==> src/rtl/wseq_pkg.sv <==
package wseq_pkg;
  typedef enum logic [1:0] {
    OP_NOP = 2'd0,
    OP_ACT = 2'd1,
    OP_PRE = 2'd2,
    OP_WR  = 2'd3
  } wseq_op_e;

  typedef enum logic [2:0] {
    ST_IDLE,
    ST_NEED_PRE,
    ST_NEED_ACT,
    ST_WRITES,
    ST_CLOSE
  } wseq_st_e;

  typedef enum logic [1:0] {
    PG_HIT,
    PG_MISS,
    PG_EMPTY
  } wseq_pg_e;
endpackage

==> src/rtl/wseq_since.sv <==
module wseq_since #(
  parameter int TW = 8
) (
  input  logic          clk,
  input  logic          rst_n,
  input  logic          fire,
  output logic [TW-1:0] since
);
  // cycles elapsed since the last fire, saturating; saturated means unconstrained
  always_ff @(posedge clk) begin
    if (!rst_n)            since <= '1;
    else if (fire)         since <= TW'(1);
    else if (since != '1)  since <= since + 1'b1;
  end
endmodule

==> src/rtl/wseq_rowtab.sv <==
module wseq_rowtab
  import wseq_pkg::*;
#(
  parameter int NBANK = 8,
  parameter int ROWW  = 14,
  localparam int BANKW = $clog2(NBANK)
) (
  input  logic             clk,
  input  logic             rst_n,
  input  logic [BANKW-1:0] lk_bank,
  input  logic [ROWW-1:0]  lk_row,
  output wseq_pg_e         lk_class,
  input  logic             act_fire,
  input  logic             pre_fire,
  input  logic [BANKW-1:0] upd_bank,
  input  logic [ROWW-1:0]  upd_row
);
  logic [NBANK-1:0] vld;
  logic [ROWW-1:0]  rows [NBANK];

  for (genvar b = 0; b < NBANK; b++) begin : g_bank
    always_ff @(posedge clk) begin
      if (!rst_n) begin
        vld[b]  <= 1'b0;
        rows[b] <= '0;
      end else if (act_fire && upd_bank == BANKW'(b)) begin
        vld[b]  <= 1'b1;
        rows[b] <= upd_row;
      end else if (pre_fire && upd_bank == BANKW'(b)) begin
        vld[b]  <= 1'b0;
      end
    end
  end

  always_comb begin
    if (!vld[lk_bank])                lk_class = PG_EMPTY;
    else if (rows[lk_bank] == lk_row) lk_class = PG_HIT;
    else                              lk_class = PG_MISS;
  end

  AST_ACT_CLOSED: assert property (@(posedge clk) disable iff (!rst_n)
    act_fire |-> !vld[upd_bank]);
  AST_PRE_OPEN: assert property (@(posedge clk) disable iff (!rst_n)
    pre_fire |-> vld[upd_bank]);
endmodule

==> src/rtl/wseq_wdata.sv <==
module wseq_wdata #(
  parameter int TW      = 8,
  parameter int MAX_CWD = 15,
  localparam int CWDW   = $clog2(MAX_CWD + 1)
) (
  input  logic            clk,
  input  logic            rst_n,
  input  logic            wr_fire,
  input  logic [CWDW-1:0] cwd,
  input  logic [TW-1:0]   tcc,
  output logic            wd_valid
);
  logic [MAX_CWD:1] hist;
  logic [TW-1:0]    cnt;
  logic             launch;

  assign launch   = (cwd == '0) ? wr_fire : hist[cwd];
  assign wd_valid = launch || (cnt != '0);

  always_ff @(posedge clk) begin
    if (!rst_n) begin
      hist <= '0;
      cnt  <= '0;
    end else begin
      hist <= {hist[MAX_CWD-1:1], wr_fire};
      if (launch)          cnt <= (tcc == '0) ? '0 : tcc - 1'b1;
      else if (cnt != '0)  cnt <= cnt - 1'b1;
    end
  end

  AST_WD_NO_OVERLAP: assert property (@(posedge clk) disable iff (!rst_n)
    launch |-> cnt == '0);
endmodule

==> src/rtl/dram_wr_seq.sv <==
module dram_wr_seq
  import wseq_pkg::*;
#(
  parameter int NBANK   = 8,
  parameter int ROWW    = 14,
  parameter int COLW    = 7,
  parameter int CNTW    = 4,
  parameter int TW      = 8,
  parameter int MAX_CWD = 15,
  localparam int BANKW  = $clog2(NBANK),
  localparam int CWDW   = $clog2(MAX_CWD + 1)
) (
  input  logic             clk,
  input  logic             rst_n,
  input  logic [TW-1:0]    cfg_trp,
  input  logic [TW-1:0]    cfg_trcd,
  input  logic [TW-1:0]    cfg_tcc,
  input  logic [CWDW-1:0]  cfg_tcwd,
  input  logic [TW-1:0]    cfg_twrp,
  input  logic [TW-1:0]    cfg_tras,
  input  logic             cfg_close,
  input  logic             req_valid,
  output logic             req_ready,
  input  logic [BANKW-1:0] req_bank,
  input  logic [ROWW-1:0]  req_row,
  input  logic [COLW-1:0]  req_col,
  input  logic [CNTW-1:0]  req_count,
  output logic             cmd_valid,
  output logic [1:0]       cmd_op,
  output logic [BANKW-1:0] cmd_bank,
  output logic [ROWW-1:0]  cmd_row,
  output logic [COLW-1:0]  cmd_col,
  output logic             wd_valid
);
  function automatic logic elapsed(input logic [TW-1:0] s, input logic [TW-1:0] lim);
    return s >= lim;
  endfunction

  function automatic logic [CNTW-1:0] wr_total(input logic [CNTW-1:0] c);
    return (c == '0) ? CNTW'(1) : c;
  endfunction

  // configuration captured while reset is held
  logic [TW-1:0]   t_rp, t_rcd, t_cc, t_wrp, t_ras;
  logic [CWDW-1:0] t_cwd;
  logic            close_q;

  always_ff @(posedge clk) begin
    if (!rst_n) begin
      t_rp    <= cfg_trp;
      t_rcd   <= cfg_trcd;
      t_cc    <= cfg_tcc;
      t_cwd   <= cfg_tcwd;
      t_wrp   <= cfg_twrp;
      t_ras   <= cfg_tras;
      close_q <= cfg_close;
    end
  end

  wseq_st_e         st;
  logic [BANKW-1:0] cur_bank;
  logic [ROWW-1:0]  cur_row;
  logic [COLW-1:0]  cur_col;
  logic [CNTW-1:0]  rem_q;

  // named internal events
  logic             accept, act_fire, pre_fire, wr_fire;
  logic             ok_pre, ok_act, ok_wr;
  logic [TW-1:0]    s_act, s_pre, s_wr;
  wseq_pg_e         lk_class;
  logic [BANKW-1:0] lk_bank;
  logic [ROWW-1:0]  lk_row;
  wseq_op_e         op;

  assign req_ready = (st == ST_IDLE);
  assign accept    = req_valid && req_ready;
  assign lk_bank   = (st == ST_IDLE) ? req_bank : cur_bank;
  assign lk_row    = (st == ST_IDLE) ? req_row  : cur_row;

  assign ok_pre = elapsed(s_act, t_ras) && elapsed(s_wr, t_wrp);
  assign ok_act = elapsed(s_pre, t_rp);
  assign ok_wr  = elapsed(s_act, t_rcd) && elapsed(s_wr, t_cc);

  assign pre_fire = ((st == ST_NEED_PRE) || (st == ST_CLOSE)) && ok_pre;
  assign act_fire = (st == ST_NEED_ACT) && ok_act;
  assign wr_fire  = (st == ST_WRITES) && ok_wr;

  always_comb begin
    op = OP_NOP;
    if (pre_fire)      op = OP_PRE;
    else if (act_fire) op = OP_ACT;
    else if (wr_fire)  op = OP_WR;
  end

  assign cmd_valid = (op != OP_NOP);
  assign cmd_op    = op;
  assign cmd_bank  = cur_bank;
  assign cmd_row   = act_fire ? cur_row : '0;
  assign cmd_col   = wr_fire  ? cur_col : '0;

  always_ff @(posedge clk) begin
    if (!rst_n) begin
      st       <= ST_IDLE;
      cur_bank <= '0;
      cur_row  <= '0;
      cur_col  <= '0;
      rem_q    <= '0;
    end else begin
      unique case (st)
        ST_IDLE: if (accept) begin
          cur_bank <= req_bank;
          cur_row  <= req_row;
          cur_col  <= req_col;
          rem_q    <= wr_total(req_count);
          unique case (lk_class)
            PG_HIT:  st <= ST_WRITES;
            PG_MISS: st <= ST_NEED_PRE;
            default: st <= ST_NEED_ACT;
          endcase
        end
        ST_NEED_PRE: if (pre_fire) st <= ST_NEED_ACT;
        ST_NEED_ACT: if (act_fire) st <= ST_WRITES;
        ST_WRITES: if (wr_fire) begin
          cur_col <= cur_col + 1'b1;
          rem_q   <= rem_q - 1'b1;
          if (rem_q == CNTW'(1)) st <= close_q ? ST_CLOSE : ST_IDLE;
        end
        ST_CLOSE: if (pre_fire) st <= ST_IDLE;
        default: st <= ST_IDLE;
      endcase
    end
  end

  wseq_since #(.TW(TW)) u_since_act (.clk(clk), .rst_n(rst_n), .fire(act_fire), .since(s_act));
  wseq_since #(.TW(TW)) u_since_pre (.clk(clk), .rst_n(rst_n), .fire(pre_fire), .since(s_pre));
  wseq_since #(.TW(TW)) u_since_wr  (.clk(clk), .rst_n(rst_n), .fire(wr_fire),  .since(s_wr));

  wseq_rowtab #(.NBANK(NBANK), .ROWW(ROWW)) u_rowtab (
    .clk(clk), .rst_n(rst_n), .lk_bank(lk_bank), .lk_row(lk_row), .lk_class(lk_class),
    .act_fire(act_fire), .pre_fire(pre_fire), .upd_bank(cur_bank), .upd_row(cur_row)
  );

  wseq_wdata #(.TW(TW), .MAX_CWD(MAX_CWD)) u_wdata (
    .clk(clk), .rst_n(rst_n), .wr_fire(wr_fire), .cwd(t_cwd), .tcc(t_cc), .wd_valid(wd_valid)
  );

  AST_WR_ROW_OPEN: assert property (@(posedge clk) disable iff (!rst_n)
    wr_fire |-> lk_class == PG_HIT);
  AST_ACCEPT_NO_CMD: assert property (@(posedge clk) disable iff (!rst_n)
    accept |-> !cmd_valid);
  AST_OPEN_ENDS_IDLE: assert property (@(posedge clk) disable iff (!rst_n)
    (wr_fire && rem_q == CNTW'(1) && !close_q) |=> req_ready);
  AST_CLOSE_ENDS_IDLE: assert property (@(posedge clk) disable iff (!rst_n)
    (st == ST_CLOSE && pre_fire) |=> (req_ready && !cmd_valid));
endmodule

==> config.mk <==
export PLATFORM = sky130hd
export DESIGN_NAME = dram_wr_seq
export DESIGN_NICKNAME = d
export VERILOG_FILES = /design/src/rtl/wseq_pkg.sv /design/src/rtl/wseq_since.sv /design/src/rtl/wseq_rowtab.sv /design/src/rtl/wseq_wdata.sv /design/src/rtl/dram_wr_seq.sv
export SDC_FILE = /design/constraint.sdc
export NUM_CORES = 1
export LEC_CHECK = 0
export ABC_AREA = 1
export BUFFER_PORTS_ARGS = -buffer_cell sky130_fd_sc_hd__buf_2
export CORE_MARGIN = 1
export CORE_UTILIZATION = 54
export CTS_CLUSTER_DIAMETER = 200
export DETAILED_ROUTE_END_ITERATION = 6
export PLACE_DENSITY_LB_ADDON = 0.3
export RECOVER_POWER = 25
export SLEW_MARGIN = 30
export SYNTH_ARGS = -nofsm -noshare
export SYNTH_HDL_FRONTEND = slang
export SYNTH_SLANG_ARGS = --single-unit
==> constraint.sdc <==
create_clock -name clk -period 2.75 [get_ports clk]
set_input_delay 0.55 -clock clk [delete_from_list [all_inputs] [get_ports clk]]
set_output_delay 0.55 -clock clk [all_outputs]
set_load 0.05 [all_outputs]
==> results.sh, run 1 <==
export IMPL_cts_hold_buf=0
export IMPL_p_switching_mw=6.066
export IMPL_cp_num_buf_inv=3
export IMPL_yosys_warnings=0
export IMPL_drt_pre_antenna_iters=5
export IMPL_powerDensity_nw_per_um2=1001
export IMPL_placementRows=54
export IMPL_pwr_share_clk_pct=23.1
export IMPL_ant_nets=0
export IMPL_critPathRequiredTime_ps=2200
export IMPL_crit_reg2reg_launch="t_rp[1]"
export IMPL_clock_sinks=243
export IMPL_sequentialPowerShare_pct=32.7
export IMPL_arrival_ps=2400
export IMPL_synth_nets=1533
export IMPL_yosys_area_top_type="edfxtp_1"
export IMPL_gp_congestion=0.8520
export IMPL_vias=10330
export IMPL_cts_buffers_inserted=26
export IMPL_clock_latency_ps=530
export IMPL_min_delay_start="cfg_tcc[0]"
export IMPL_via_per_inst=5.614
export IMPL_pin_count=105
export IMPL_fmax_ghz=0.3385
export IMPL_io_buffers=104
export IMPL_synthesis_area_sq_um=12040
export IMPL_clock_root_buffer="clkbuf_16"
export IMPL_end_kind="primary output"
export IMPL_cap_violations=0
export IMPL_drtIter0Drc=856
export IMPL_crit_family="simple AND/OR/NAND/NOR gates"
export IMPL_worstSetupStartpoint="t_cc[7]"
export IMPL_finalMaxSlewViolations=0
export IMPL_crit_chain="inv_2 -> ha_4 -> nand2_4 -> nor2_2 -> nand4_1 -> o2111ai_4 -> nand3_4 -> buf_8 -> nor2_4 -> buf_6"
export IMPL_failed_checks="setup timing"
export IMPL_setup_violations=25
export IMPL_worst_slew_pin_slew_ps=1323
export IMPL_synth_edf_count=157
export IMPL_grt_max_degree=34
export IMPL_cp_slowest_cell="edfxtp_1"
export IMPL_syn_avg_cell_area_sq_um=8.548
export IMPL_syn_inst=1409
export IMPL_finalClockSkew_ps=12.66
export IMPL_hpwl_um=20280
export IMPL_drc=0
export IMPL_grt_pass1_vias=9965
export IMPL_wl_um=31840
export IMPL_start_kind="register"
export IMPL_antenna_found_initial=3
export IMPL_rsz0062_at_grt="yes"
export IMPL_final_hold_violation_count=0
export IMPL_min_path_type="input port to register"
export IMPL_yosys_top_cells_count="nand2_1, nor2_1, edfxtp_1"
export IMPL_track_usage_pct=27.68
export IMPL_ys_seq_area_share_pct=53.44
export IMPL_max_vdd_ir_drop_mv=0.6685
export IMPL_crit_fanout=6
export IMPL_yosysMostFrequentCell="nand2_1"
export IMPL_grt_overflow=0
export IMPL_wire_per_inst_um=17.30
export IMPL_core_area_sq_um=21820
export IMPL_clkTransAtPathRegs_ps=60
export IMPL_chipHeight_um=151.3
export IMPL_async_reset_ff_share_pct=0
export IMPL_p_leak_nw=6.302
export IMPL_synth_area_leaders="edfxtp_1, dfxtp_1, nand2_1, nand3_1, nor2_1"
export IMPL_fin_ws_ps=-204.5
export IMPL_maxSlewHeadroom_pct=11.79
export IMPL_swShare_pct=40.86
export IMPL_fin_crit_ps=2955
export IMPL_cts_buffer_depth=3
export IMPL_areaGrowthSynthToFinish_pct=23.19
export IMPL_status="complete, but fails checks"
export IMPL_nets=1661
export IMPL_dpl_worst_slack_ps=118.0
export IMPL_layout_drive_gt1_share_pct=20.23
export IMPL_timing_final_crit_share_pct=107.4
export IMPL_h_tree_depth=1
export IMPL_ys_types=43
export IMPL_max_stage_delay_ps=390
export IMPL_pwr_share_comb_pct=44.2
export IMPL_initial_core_util_pct=55.19
export IMPL_grt_first_pass_wirelength_um=49030
export IMPL_cellInternalPower_mw=8.779
export IMPL_dieArea_sq_um=22910
export IMPL_yosys_register_bits=243
export IMPL_whs_ps=193.9
export IMPL_synth_ff_type="edfxtp_1"
export IMPL_critPathKind="register to primary output"
export IMPL_cts_tree="built"
export IMPL_die_w_um=151.3
export IMPL_yosys_area_top_type_share_pct=39.14
cells by family (layout without fill, tap and decap cells):
group                    Yosys count  count (layout)  share of synthesized area [%]
buffers and inverters            217             365                          7.178
flip-flops                       243             243                          53.44
AND/OR/NAND/NOR                  706             706                          24.69
other                              0               3                              0
adder cells (fa/ha/maj)           48              48                          4.987
XOR/XNOR                          25              25                          1.818
AO/OA/AOI/OAI                    170             170                          7.885
metal layers:
| layer | track usage (%) | vias to the layer above | share of wire (%) |
|---|---|---|---|
| met5 | 0 | - | 0 |
| met1 | 33.10 | 4882 | 39 |
| li1 | - | 4953 | - |
| met4 | 10.40 | 0 | 3.3 |
| met3 | 4.849 | 83 | 6.8 |
| met2 | 49.36 | 412 | 51 |
power by group through the flow:
stage                     Combinational, mW  Sequential, mW  Clock [mW]
after floorplan                        4.11            4.81           0
after global placement                 5.53            4.84           0
after detailed placement               5.70            4.86           0
after CTS                              6.26            4.81        3.46
after global routing                   7.19            4.90        3.63
final                                  6.56            4.85        3.43
layout by cell type, fill, tap and decap left out, drive strengths merged, types with 12 or more instances in the layout:
| master | synthesis | routed |
|---|---|---|
| nand3 | 157 | 157 |
| buf | 25 | 164 |
| dfxtp | 86 | 86 |
| edfxtp | 157 | 157 |
| clkinv | 2 | 12 |
| clkbuf | 43 | 37 |
| nor2 | 201 | 201 |
| xor2 | 17 | 17 |
| o21ai | 71 | 71 |
| ha | 48 | 48 |
| a21oi | 64 | 64 |
| nor3 | 18 | 18 |
| inv | 147 | 147 |
| nand2 | 308 | 308 |
state kept, by name, summed over array words and instances, names as in the netlist:
signal	count
close_q	1
cmd_bank	3
cur_col	7
cur_row	14
rem_q	4
st	3
t_cc	8
t_cwd	4
t_ras	8
t_rcd	8
t_rp	8
t_wrp	8
u_rowtab.rows	112
u_rowtab.vld	8
u_since_act.since	8
u_since_pre.since	8
u_since_wr.since	8
u_wdata.cnt	8
u_wdata.hist	15
metrics by stage:
| step | TNS [ps] | util, % | std cells | power [mW] | instance area, sq um |
|---|---|---|---|---|---|
| after floorplan | 0 | - | 1409 | 8.919 | 12050 |
| after global placement | 0 | 59.71 | 1769 | 10.37 | 13030 |
| after detailed placement | 0 | 59.71 | 1769 | 10.56 | 13030 |
| after CTS | -2801 | 66.91 | 1831 | 14.53 | 14600 |
| after global routing | -4905 | 67.99 | 1840 | 15.72 | 14840 |
| final | -3110 | 67.99 | 1840 | 14.85 | 14840 |
path summary, 6_finish.rpt:
path                               end  cells past startpoint  slack [ps]
setup reg to reg  u_rowtab.rows[1][13]                     13         170
setup / recovery            cmd_col[5]                     10        -200
hold reg to reg       u_wdata.hist[15]                      2         420
hold / removal                 t_cc[0]                      1         190
area by class of cell:
class	count	area, sq um
multi-input combinational	949	5289
clock inverter	15	128.9
inverter	149	563.0
clock buffer	33	708.2
antenna	3	7.507
sequential	243	6455
timing repair buffer	168	1335
tap	280	350.3
fill	1662	6987
repair_timing:
action / CTS / global route
resized for setup: 155 / 56
endpoints found under the setup margin: 25 / 161
pin swaps: 19 / 21
buffers inserted: 12 / 9
gates cloned: 3 / 0
Power figures use the tool's default switching activity.
==> inputs of run 2 (changes only) <==
--- a/config.mk
+++ b/config.mk
@@ -8,7 +8,7 @@
 export ABC_AREA = 1
 export BUFFER_PORTS_ARGS = -buffer_cell sky130_fd_sc_hd__buf_2
 export CORE_MARGIN = 1
-export CORE_UTILIZATION = 54
+export CORE_UTILIZATION = 60
 export CTS_CLUSTER_DIAMETER = 200
 export DETAILED_ROUTE_END_ITERATION = 6
 export PLACE_DENSITY_LB_ADDON = 0.3
==> constraint.sdc (replaced) <==
create_clock -name clk -period 2.9 [get_ports clk]
set_input_delay 0.58 -clock clk [delete_from_list [all_inputs] [get_ports clk]]
set_output_delay 0.58 -clock clk [all_outputs]
set_load 0.05 [all_outputs]
==> run 2 against run 1 <==
The run still ends with setup timing left. Via count grew 2.6%. Die area shrank 9.9%. Global-route usage grew 3.0 points. Critical path type unchanged. Critical endpoint is now wd_valid.
==> results.sh, run 2 (synthesis gave the netlist of run 1 again) <==
export IMPL_final_common_cell="nand2_1"
export IMPL_dieArea_sq_um=20640
export IMPL_h_tree_depth=1
export IMPL_powerDensity_nw_per_um2=956.7
export IMPL_fin_ws_ps=-126.5
export IMPL_drt_pre_antenna_iters=6
export IMPL_track_usage_pct=30.71
export IMPL_min_path_type="input port to register"
export IMPL_critPathRequiredTime_ps=2320
export IMPL_clkTransAtPathRegs_ps=70
export IMPL_fin_crit_ps=3026
export IMPL_maxSlewHeadroom_pct=2.266
export IMPL_die_w_um=143.7
export IMPL_wl_um=33830
export IMPL_hpwl_um=20540
export IMPL_wire_per_inst_um=18.64
export IMPL_end_kind="primary output"
export IMPL_rsz0062_at_grt="yes"
export IMPL_crit_fanout=3
export IMPL_cts_hold_buf=0
export IMPL_areaGrowthSynthToFinish_pct=21.89
export IMPL_top_register="u_rowtab.rows"
export IMPL_grt_overflow=0
export IMPL_arrival_ps=2450
export IMPL_clock_latency_ps=540
export IMPL_fmax_ghz=0.3304
export IMPL_fillCellCount=1344
export IMPL_placementRows=51
export IMPL_failed_checks="setup timing"
export IMPL_clock_sinks=243
export IMPL_nets=1652
export IMPL_final_hold_violation_count=0
export IMPL_antenna_found_initial=3
export IMPL_fin_tns_setup_ps=-924.8
export IMPL_worst_slew_pin_slew_ps=1466
export IMPL_timing_final_crit_share_pct=104.4
export IMPL_cap_violations=0
export IMPL_layout_drive_gt1_share_pct=18.73
export IMPL_cts_buffers_inserted=26
export IMPL_setup_violations=12
export IMPL_p_leak_nw=6.254
export IMPL_grt_pass1_vias=9672
export IMPL_initial_core_util_pct=61.48
export IMPL_start_kind="register"
export IMPL_critPathKind="register to primary output"
export IMPL_fin_util_pct=74.94
export IMPL_cts_tree="built"
export IMPL_fin_area_sq_um=14680
export IMPL_top_regs="u_rowtab.rows x112, u_wdata.hist x15, cur_row x14"
export IMPL_gp_congestion=0.9237
export IMPL_drtIter0Drc=1192
export IMPL_cts_buffer_depth=3
export IMPL_grt_max_degree=68
export IMPL_max_vdd_ir_drop_mv=0.9185
export IMPL_chipHeight_um=143.7
export IMPL_ant_nets=0
export IMPL_via_per_inst=5.839
export IMPL_final_cell_mix="nand2_1, nor2_1, edfxtp_1"
export IMPL_io_buffers=104
export IMPL_status="complete, but fails checks"
export IMPL_largest_reg_flops=112
export IMPL_finalClockSkew_ps=19.04
export IMPL_core_area_sq_um=19590
export IMPL_drc=0
export IMPL_finalMaxSlewViolations=0
export IMPL_clock_root_buffer="clkbuf_16"
export IMPL_total_power_mw=14.04
export IMPL_pin_count=105
export IMPL_place_area_sq_um=12920
export IMPL_grt_first_pass_wirelength_um=48620
export IMPL_vias=10600
## run 2: cell count changes in the layout (fill, tap and decap cells not counted), moves of 5 or more
cell,before,now
buf_4,49,42
buf_8,19,14
clkbuf_1,6,11
dfxtp_1,71,77
dfxtp_2,15,8
## run 2: power breakdown
part	total, mW	internal [mW]	switching [mW]
registers	4.62	4.19	0.423
logic	6.10	2.10	4.00
clock network	3.33	1.97	1.36
## run 2: path summary, 6_finish.rpt
path                            slack (ps)                    to  depth (start not counted)       startpoint
worst max register to register         130  u_rowtab.rows[2][13]                         14          t_rp[1]
worst min-delay path                   210               t_cc[6]                          1       cfg_tcc[6]
worst max-delay path                  -130              wd_valid                         11          t_cc[3]
worst min register to register         430      u_wdata.hist[10]                          2  u_wdata.hist[9]
## run 2: metrics by stage
step           worst slack, ps  instances  hold WS (ps)
2_1_floorplan            103.6       1409         403.5
5_1_grt                 -175.2       1815         212.2
3_5_place_dp             141.2       1744         419.2
4_1_cts                 -25.05       1800         206.6
6_report                -126.5       1815         213.4
3_3_place_gp             178.6       1744         408.2
## run 2: cell type report
class / count / area (sq um) / share of cell area, %
Clock inverter: 8 / 62.56 / 0.4261
Tap cell: 265 / 331.6 / 2.259
Multi-Input combinational cell: 949 / 5234 / 35.65
Inverter: 149 / 559.3 / 3.810
Clock buffer: 40 / 795.8 / 5.421
Timing Repair Buffer: 159 / 1242 / 8.463
Antenna cell: 2 / 5.005 / 0.03409
Sequential cell: 243 / 6450 / 43.94
## run 2: worst max-delay path: stages (launching register included)
cell and delay, ps:
edfxtp_1 440, inv_2 120, ha_4 210, a21oi_1 140, o21ai_1 90, nand2_1 130, o2111ai_4 160, nand3_4 170
nand2_4 70, nand2_4 110, nand3b_4 90, buf_8 160
## run 2: layer usage
| metal | track usage (%) | wire [um] | share of wire, % |
|---|---|---|---|
| met5 | 0 | 13 | 0.038 |
| met4 | 11.20 | 1267 | 3.7 |
| met2 | 52.53 | 16370 | 48 |
| met1 | 39.29 | 12760 | 38 |
| met3 | 4.998 | 3419 | 10 |
## run 2: what timing repair did
item	CTS	global route
setup endpoints to repair	25	40
resized for setup	75	106
buffers inserted	7	11
gates cloned	1	2
pin swaps	6	16
==> inputs of run 3 (changes only) <==
--- a/config.mk
+++ b/config.mk
@@ -16,4 +16,5 @@
 export SLEW_MARGIN = 30
 export SYNTH_ARGS = -nofsm -noshare
 export SYNTH_HDL_FRONTEND = slang
+export SYNTH_HIERARCHICAL = 1
 export SYNTH_SLANG_ARGS = --single-unit
==> run 3 against run 2 <==
The run still ends with setup timing left. Core utilization is 2.1 points lower. Count of clock-buffer cells in the layout down 6. First-iteration DRC count is 31% lower. Setup slack got worse by 140 ps. Sequential power fell by 3%. Synthesized cell count grew 15%. Highest routed layer is now met4.
==> results.sh, run 3 <==
export IMPL_finalClockSkew_ps=9.086
export IMPL_wire_per_inst_um=14.49
export IMPL_cp_num_buf_inv=6
export IMPL_use_met3_pct=2.905
export IMPL_fmax_ghz=0.3154
export IMPL_synth_area_leaders="edfxtp_1, dfxtp_1, nand2_1, inv_1, nor2_1"
export IMPL_io_buffers=104
export IMPL_via_per_inst=5.326
export IMPL_grt_max_degree=54
export IMPL_top_register="u_rowtab/rows"
export IMPL_yosysMostFrequentCell="nand2_1"
export IMPL_final_common_cell="nand2_1"
export IMPL_synth_nets=1753
export IMPL_dpl_worst_slack_ps=46.82
export IMPL_status="complete, but fails checks"
export IMPL_clock_latency_ps=520
export IMPL_grtUsageMet2_pct=48.00
export IMPL_powerDensity_nw_per_um2=918.8
export IMPL_largest_reg_flops=112
export IMPL_critPathKind="register to primary output"
export IMPL_async_reset_ff_share_pct=0
export IMPL_yosys_top_cells_count="nand2_1, inv_1, nor2_1"
export IMPL_multiInputGateArea_sq_um=5358
export IMPL_end_kind="primary output"
export IMPL_cpMostUsedCell="nand2_1"
export IMPL_fin_tns_setup_ps=-270.4
export IMPL_top_usage_layer="met2"
export IMPL_placementRows=53
export IMPL_yosys_area_top_type_share_pct=36.41
export IMPL_fin_crit_ps=3170
export IMPL_dieArea_sq_um=22170
export IMPL_ant_nets=0
export IMPL_crit_family="simple AND/OR/NAND/NOR gates"
export IMPL_syn_inst=1627
export IMPL_chipHeight_um=148.9
export IMPL_initial_core_util_pct=61.40
export IMPL_max_stage_delay_ps=360
export IMPL_failed_checks="setup timing"
export IMPL_clock_root_buffer="clkbuf_16"
export IMPL_fillCellCount=1539
export IMPL_cts_buffers_inserted=26
export IMPL_cap_violations=0
export IMPL_timing_final_crit_share_pct=109.3
export IMPL_worst_slew_pin_slew_ps=1184
export IMPL_grt_use_met1_pct=32.14
export IMPL_top_regs="u_rowtab/rows x112, u_wdata/hist x15, cur_row x14"
export IMPL_syn_avg_cell_area_sq_um=7.958
export IMPL_clkTransAtPathRegs_ps=70
export IMPL_fin_ws_ps=-270.4
export IMPL_cts_buffer_depth=3
export IMPL_rsz0062_at_grt="yes"
export IMPL_antennaDiodeCount=0
export IMPL_yosys_register_bits=243
export IMPL_synth_edf_count=157
export IMPL_ys_types=46
export IMPL_maxSlewHeadroom_pct=21.04
export IMPL_regArea_sq_um=6445
export IMPL_hpwl_um=20070
export IMPL_cts_hold_buf=0
export IMPL_areaGrowthSynthToFinish_pct=18.62
export IMPL_pin_count=105
export IMPL_wl_um=30020
export IMPL_synth_ff_type="edfxtp_1"
export IMPL_yosys_area_top_type="edfxtp_1"
export IMPL_nets=1903
export IMPL_cp_slowest_cell="edfxtp_1"
export IMPL_drtIter0Drc=825
export IMPL_grt_pass1_vias=10270
export IMPL_ys_seq_area_share_pct=49.71
export IMPL_grt_overflow=0
export IMPL_total_power_mw=14.11
export IMPL_arrival_ps=2590
export IMPL_die_w_um=148.9
export IMPL_h_tree_depth=1
export IMPL_synthesis_area_sq_um=12950
export IMPL_track_usage_pct=26.40
export IMPL_cts_tree="built"
export IMPL_final_hold_violation_count=0
export IMPL_min_path_type="input port to register"
export IMPL_drt_pre_antenna_iters=6
export IMPL_max_vdd_ir_drop_mv=0.7085
export IMPL_antenna_found_initial=0
export IMPL_drc=0
export IMPL_start_kind="register"
export IMPL_finalMaxSlewViolations=0
export IMPL_crit_chain="inv_1 -> ha_4 -> nand2_1 -> nor2_1 -> nor2_1 -> nand2_1 -> nand2_1 -> nand2_2 -> nand3_2 -> inv_2 -> inv_2 -> a21oi_2 -> nand3_2 -> nand3_4 -> nand2_4 -> clkinv_4 -> nor2_4 -> clkinvlp_4 -> buf_8"
export IMPL_yosys_warnings=6
export IMPL_clock_sinks=243
export IMPL_critPathRequiredTime_ps=2320
export IMPL_layout_drive_gt1_share_pct=17.42
export IMPL_final_cell_mix="nand2_1, inv_1, nor2_1"
export IMPL_setup_violations=1
export IMPL_vias=11040
export IMPL_crit_fanout=4
export IMPL_gp_congestion=0.8749
export IMPL_core_area_sq_um=21090
export IMPL_p_leak_nw=7.261
export IMPL_rrSetupSlack_ps=180
export IMPL_grt_first_pass_wirelength_um=47380
-- run 3: changes by cell type in the layout (fill, tap and decap cells not counted), moves of 14 or more --
cell     delta
a21oi_1    -21
buf_4      +21
inv_1     +114
nand2_1   +103
nor2_1     +43
nor2_4     -14
o21ai_1    +19
-- run 3: stage by stage --
stage	hold slack [ps]	instance area [sq um]	instances	utilization, %
6_report	230.5	15360	2072	72.83
5_1_grt	209.3	15360	2072	72.83
4_1_cts	217.9	15090	2066	71.54
3_5_place_dp	414.7	13990	2010	66.33
3_3_place_gp	409.5	13990	2010	66.33
2_1_floorplan	401.0	12950	1627	-
-- run 3: final timing paths --
kind / endpoint / start / cells past startpoint
min: t_cc[4] / cfg_tcc[4] / 1
max: wd_valid / t_rcd[3] / 19
max reg2reg: st[1] / st[0] / 21
min reg2reg: u_wdata/hist[2] / u_wdata/hist[1] / 2
-- run 3: layout make-up --
class	instances	share of cell area [%]
multi-input cells	1059	34.88
well taps	275	2.240
clock buffers	34	4.896
flip-flops and latches	243	41.96
repair buffers	174	7.878
inverters	273	6.811
clock inverters	14	1.328
-- run 3: what timing repair did --
| item | CTS | global route |
|---|---|---|
| setup buffers | 9 | 5 |
| gates resized for setup | 25 | 58 |
| endpoints found under the setup margin | 3 | 26 |
| pin swaps | 25 | 26 |
| cloned | 0 | 2 |
-- run 3: cell families (layout without fill, tap and decap cells) --
family                     after synthesis  count (layout)  synth area share [%]
and+or+nand+nor                        851             851                 28.43
xor gates and xnor gates                 6               6                0.4059
adders and majority gates               50              50                 4.832
DFF                                    243             243                 49.71
AOI/OAI and AO/OA                      152             152                 6.407
buffers and inverters                  325             495                 10.21
-- run 3: layer usage --
layer | vias to the layer above | part of all wire [%]
li1 | 5485 | -
met1 | 5123 | 40
met2 | 358 | 51
met3 | 69 | 5.1
met4 | 0 | 3.1
met5 | - | 0
-- run 3: where the power goes --
part	total (mW)	internal, mW	leakage (nW)	switching (mW)
sequential	4.49	4.17	2.31	0.319
clock	3.63	2.27	0.472	1.36
combinational	5.99	2.11	4.48	3.88
total	14.1	8.55	7.26	5.56
